[src/rtl/i2cint_pkg.sv]
package i2cint_pkg;
    typedef enum logic [1:0] {
        NK_CLEAR    = 2'd0,
        NK_MST_HOLD = 2'd1,
        NK_SLV_FLAG = 2'd2
    } nack_state_e;

    localparam int FLG_ARB = 0;
    localparam int FLG_SPR = 1;
    localparam int NUM_RC  = 2;
endpackage

[src/rtl/i2cint_rcflag.sv]
module i2cint_rcflag (
    input  logic clk,
    input  logic rst_n,
    input  logic set_i,
    input  logic rd_i,
    output logic q_o
);
    always_ff @(posedge clk or negedge rst_n) begin
        if (!rst_n)     q_o <= 1'b0;
        else if (set_i) q_o <= 1'b1;   // event beats read
        else if (rd_i)  q_o <= 1'b0;
    end
endmodule

[src/rtl/i2cint_nack_fsm.sv]
module i2cint_nack_fsm
    import i2cint_pkg::*;
(
    input  logic clk,
    input  logic rst_n,
    input  logic mst_raise_i,
    input  logic slv_raise_i,
    input  logic release_i,
    input  logic rd_i,
    output logic flag_o,
    output logic hold_o
);
    nack_state_e state_q, state_d;

    always_ff @(posedge clk or negedge rst_n) begin
        if (!rst_n) state_q <= NK_CLEAR;
        else        state_q <= state_d;
    end

    always_comb begin
        state_d = state_q;
        unique case (state_q)
            NK_CLEAR: begin
                if (mst_raise_i)      state_d = NK_MST_HOLD;
                else if (slv_raise_i) state_d = NK_SLV_FLAG;
            end
            NK_MST_HOLD: begin
                if (release_i)        state_d = NK_CLEAR;
            end
            NK_SLV_FLAG: begin
                if (mst_raise_i)      state_d = NK_MST_HOLD;
                else if (slv_raise_i) state_d = NK_SLV_FLAG;
                else if (rd_i)        state_d = NK_CLEAR;
            end
            default:                  state_d = NK_CLEAR;
        endcase
    end

    always_comb begin
        flag_o = 1'b0;
        hold_o = 1'b0;
        unique case (state_q)
            NK_CLEAR:    ;
            NK_MST_HOLD: begin flag_o = 1'b1; hold_o = 1'b1; end
            NK_SLV_FLAG: flag_o = 1'b1;
            default:     ;
        endcase
    end
endmodule

[src/rtl/i2cint_top.sv]
module i2cint_top
    import i2cint_pkg::*;
#(
    parameter bit IRQ_PIPE = 1'b1
) (
    input  logic clk,
    input  logic rst_n,
    input  logic irq_en,
    input  logic is_master,
    input  logic ctl_start,
    input  logic ctl_stop,
    input  logic addressed,
    input  logic stat_rd,
    input  logic ev_arb_lost,
    input  logic ev_stop,
    input  logic ev_restart,
    input  logic ev_mst_nack,
    input  logic ev_slv_nack,
    output logic st_arb,
    output logic st_spr,
    output logic st_nck,
    output logic spr_restart,
    output logic force_slave,
    output logic master_hold,
    output logic irq
);
    logic [NUM_RC-1:0] rc_set;
    logic [NUM_RC-1:0] rc_q;
    logic              any_flag;

    assign rc_set[FLG_ARB] = ev_arb_lost & is_master;
    assign rc_set[FLG_SPR] = ~is_master & addressed & (ev_stop | ev_restart);

    for (genvar gi = 0; gi < NUM_RC; gi++) begin : g_rc
        i2cint_rcflag u_flag (
            .clk   (clk),
            .rst_n (rst_n),
            .set_i (rc_set[gi]),
            .rd_i  (stat_rd),
            .q_o   (rc_q[gi])
        );
    end

    assign st_arb = rc_q[FLG_ARB];
    assign st_spr = rc_q[FLG_SPR];

    always_ff @(posedge clk or negedge rst_n) begin
        if (!rst_n) begin
            spr_restart <= 1'b0;
            force_slave <= 1'b0;
        end else begin
            force_slave <= rc_set[FLG_ARB];
            if (rc_set[FLG_SPR]) spr_restart <= ev_restart;
        end
    end

    i2cint_nack_fsm u_nack (
        .clk         (clk),
        .rst_n       (rst_n),
        .mst_raise_i (is_master & ev_mst_nack & ~ctl_start & ~ctl_stop),
        .slv_raise_i (~is_master & ev_slv_nack),
        .release_i   (ctl_start | ctl_stop),
        .rd_i        (stat_rd),
        .flag_o      (st_nck),
        .hold_o      (master_hold)
    );

    assign any_flag = st_arb | st_spr | st_nck;

    if (IRQ_PIPE) begin : g_irq_reg
        always_ff @(posedge clk or negedge rst_n) begin
            if (!rst_n) irq <= 1'b0;
            else        irq <= irq_en & any_flag;
        end
    end else begin : g_irq_comb
        assign irq = irq_en & any_flag;
    end
endmodule

[config.mk]
export PLATFORM = sky130hd
export DESIGN_NAME = i2cint_top
export DESIGN_NICKNAME = d
export VERILOG_FILES = /design/src/rtl/i2cint_pkg.sv /design/src/rtl/i2cint_rcflag.sv /design/src/rtl/i2cint_nack_fsm.sv /design/src/rtl/i2cint_top.sv
export SDC_FILE = /design/constraint.sdc
export NUM_CORES = 1
export LEC_CHECK = 0
export CAP_MARGIN = 40
export CORE_UTILIZATION = 25
export CTS_CLUSTER_DIAMETER = 80
export DETAILED_ROUTE_END_ITERATION = 10
export DONT_BUFFER_PORTS = 1
export PLACE_DENSITY = 0.49
export SYNTH_ARGS = -nofsm -noshare
export SYNTH_HDL_FRONTEND = slang
export SYNTH_HIERARCHICAL = 1
export SYNTH_SLANG_ARGS = --single-unit
[constraint.sdc]
create_clock -name clk -period 1.9 [get_ports clk]
set_input_delay 0.285 -clock clk [delete_from_list [all_inputs] [get_ports clk]]
set_output_delay 0.285 -clock clk [all_outputs]
set_load 0.005 [all_outputs]
==> reports/metrics.yaml <==
run_status:
  result_of_the_run: "finished clean"
pwr:
  p_int_uw: 337.6
  ir_worst_vdd_uv: 419.8
  cellPowerDensity_nw_per_um2: 1064
  clkPwrFrac_pct: 27.0
  p_comb_share_pct: 33.7
  power_switching_uw: 162.9
  power.leakage_nw: 0.2449
  power_frac_seq_pct: 39.3
  design_power_total_uw: 500.5
  sw_frac_of_total_pct: 32.55
timing:
  finalWorstSetupSlack_ns: 0.3735
  setup_viol: 0
  worstMarginPinSlew_ns: 0.3107
  slew_headroom_pct: 79.22
  achievable-frequency_mhz: 655.1
  clock-skew-final_ns: 0.002391
  rsz0062_at_grt: "false"
  final_critical_path_required_period_ns: 1.526
  final_hold_vios: 0
  slew_violations: 0
  setup-tns-final_ns: 0
  layout_worst_path_cycle_share_pct: 80.34
layout:
  layout-drive-gt1-share_pct: 18.60
  most-common-layout-cells: "7 x sky130_fd_sc_hd__dfrtp_1, 6 x sky130_fd_sc_hd__inv_1, 4 x sky130_fd_sc_hd__ha_1"
  area_growth_pct: 13.60
  antenna_cells: 0
  layout_commonest_cell: "sky130_fd_sc_hd__dfrtp_1"
  final_net_count: 61
cts:
  tritoncts: "yes"
  post-cts-setup-buffer-count: 0
  tritoncts_num_sinks: 7
  clock_insertion_delay_worst_skew_ns: 0.25
  clk_pin_slew_ns: 0.05
  cts-root-buf: "sky130_fd_sc_hd__clkbuf_4"
  tritoncts.num_buffers: 3
  cts-htree-levels: 1
  cts-root-to-sink-buffers: 2
placed_design:
  portBuffers: 0
  dp_slack_ns: 0.3798
  gp_congestion: 0.6599
  hpwlAfterDp_um: 658.5
drt:
  drt_drc_violations_left: 0
  antenna_violation_net_count_after_detailed_routing: 0
  drc_marker_count_from_the_first_detailed_route_iteration: 3
  detail_route.vias_per_cell: 5.051
  avgRoutedWirePerCell_um: 14.32
  postRouteWirelength_um: 845
  route.vias.total: 298
  dr.pass1.iters: 4
logic_synthesis:
  synth-seq-cells: 7
  yosys_warnings: 6
  ys.flop_type: "sky130_fd_sc_hd__dfrtp_1"
  synth_top_cells_by_area: "sky130_fd_sc_hd__dfrtp_1 42%, sky130_fd_sc_hd__ha_1 12%, sky130_fd_sc_hd__a21o_1 5.4%"
  synth_enable_flop_cells: 0
  synthesized_area_per_cell_um2: 10.90
  postSynthNetCount: 55
  post-synth-top-area-fraction_pct: 42.30
  synth_sequential_area_ratio_pct: 42.30
  number_of_standard_cells_after_synthesis: 38
  async_sr_flop_fraction_pct: 100.0
  synth.largest_area_cell: "sky130_fd_sc_hd__dfrtp_1"
  synth.distinct_cells: 21
  summed_instance_area_of_the_synthesized_netlist_um2: 414.1
worst_setup_path:
  cp-end-kind: "flip-flop"
  critical_path.top_delay_family: "simple AND/OR/NAND/NOR gates"
  crit_path_max_incr_delay_ns: 0.47
  timing.critical_path.cells: "inv_1, ha_1, or4b_4, nand2_1, o2bb2ai_1"
  critPathKind: "reg2reg"
  critical_path_buf_inv_count: 1
  start_kind: "flip-flop"
  cp.arrival_ns: 1.69
  critical_path_required_ns: 2.06
  timing.critical_path.slowest_stage_cell: "sky130_fd_sc_hd__or4b_4"
  crit_fanout: 4
min_path:
  hold_path_class: "in2reg"
floorplan:
  start_util_pct: 27.18
  floorplan.rows: 14
  floorplan.die.height_um: 42.70
  core_area_um2: 1524
  die-area_um2: 1823
  ioPinCount: 20
  die_w_um: 42.70
global_routing:
  antenna_found_initial: 0
  number_of_global_route_vias_before_repair: 350
  grt_pass1_wl_mm: 1.421
  grt_max_degree: 8
  grt-ovfl-total: 0
  gr-usage-all-layers_pct: 11.18
flow_run:
  maxCapViolations: 0
## power groups by stage
| stage | Sequential (mW) | Clock, mW | Combinational [mW] |
|---|---|---|---|
| floorplan | 0.193 | 0 | 0.132 |
| global placement | 0.197 | 0 | 0.151 |
| detailed placement | 0.198 | 0 | 0.163 |
| CTS | 0.196 | 0.143 | 0.168 |
| global route | 0.199 | 0.150 | 0.193 |
| finish | 0.197 | 0.135 | 0.169 |
## per-stage QoR
| step | hold WS (ns) | area, um2 | cells | utilization, % |
|---|---|---|---|---|
| 6_report | 0.1529 | 470.5 | 59 | 30.87 |
| 5_1_grt | 0.1432 | 470.5 | 59 | 30.87 |
| 4_1_cts | 0.1451 | 470.5 | 59 | 30.87 |
| 3_5_place_dp | -0.01041 | 434.2 | 54 | 28.49 |
| 3_3_place_gp | -0.01038 | 434.2 | 54 | 28.49 |
| 2_1_floorplan | -0.01059 | 414.1 | 38 | - |
## synthesized netlist by cell type (2+ instances only)
| library cell | instances |
|---|---|
| sky130_fd_sc_hd__nand2_1 | 2 |
| sky130_fd_sc_hd__dfrtp_1 | 7 |
| sky130_fd_sc_hd__inv_1 | 6 |
| sky130_fd_sc_hd__a21o_1 | 3 |
| sky130_fd_sc_hd__ha_1 | 4 |
## area by class of cell
class                      count  area, um2
inverter                       6      22.52
fill                         154       1054
multi-input combinational     25      216.5
clock buffer                   4      26.28
sequential                     7      175.2
timing repair buffer           1      10.01
tap                           16      20.02
## cell families (layout without fill, tap and decap cells)
family,Yosys count,count (layout),share of synthesized area [%]
adder cells (fa/ha/maj),4,4,12.09
AND/OR/NAND/NOR,10,10,17.53
AO/OA/AOI/OAI,11,11,22.66
buffers and inverters,6,11,5.438
flip-flops,7,7,42.30
## routing by layer
metal	routed length [um]	share of wire, %	vias up	GRT usage [%]
li1	-	-	143	-
met1	367	43	140	11.29
met2	398	47	13	17.58
met3	70	8.3	2	3.404
met4	8	0.95	0	11.25
met5	0	0	-	0
## registers in the layout, summed over array words and instances (netlist names)
register,flops
force_slave,1
g_rc.u_flag/q_o,2
irq,1
spr_restart,1
u_nack/state_q,2
## repair_timing
item	in CTS	in global routing
resized for setup	0	0
hold buffers	1	0
endpoints found under the hold margin	7	0
## path summary, 6_finish.rpt
kind                                                     from                             end  slack, ns  cells after the start
min in group asynchronous                               rst_n  g_rc[0].u_flag/q_o$_DFFE_PN0P_       0.36                      1
worst min-delay path                                   irq_en                   irq$_DFF_PN0_       0.15                      1
worst max-delay path            u_nack/state_q[0]$_DFFE_PN0P_   u_nack/state_q[1]$_DFFE_PN0P_       0.37                      5
worst max register to register  u_nack/state_q[0]$_DFFE_PN0P_   u_nack/state_q[1]$_DFFE_PN0P_       0.37                      5
max in group asynchronous                               rst_n   u_nack/state_q[0]$_DFFE_PN0P_       1.31                      1
worst min register to register        spr_restart$_DFFE_PN0P_         spr_restart$_DFFE_PN0P_       0.53                      1
Note: power is estimated with default switching activity, not from simulation.
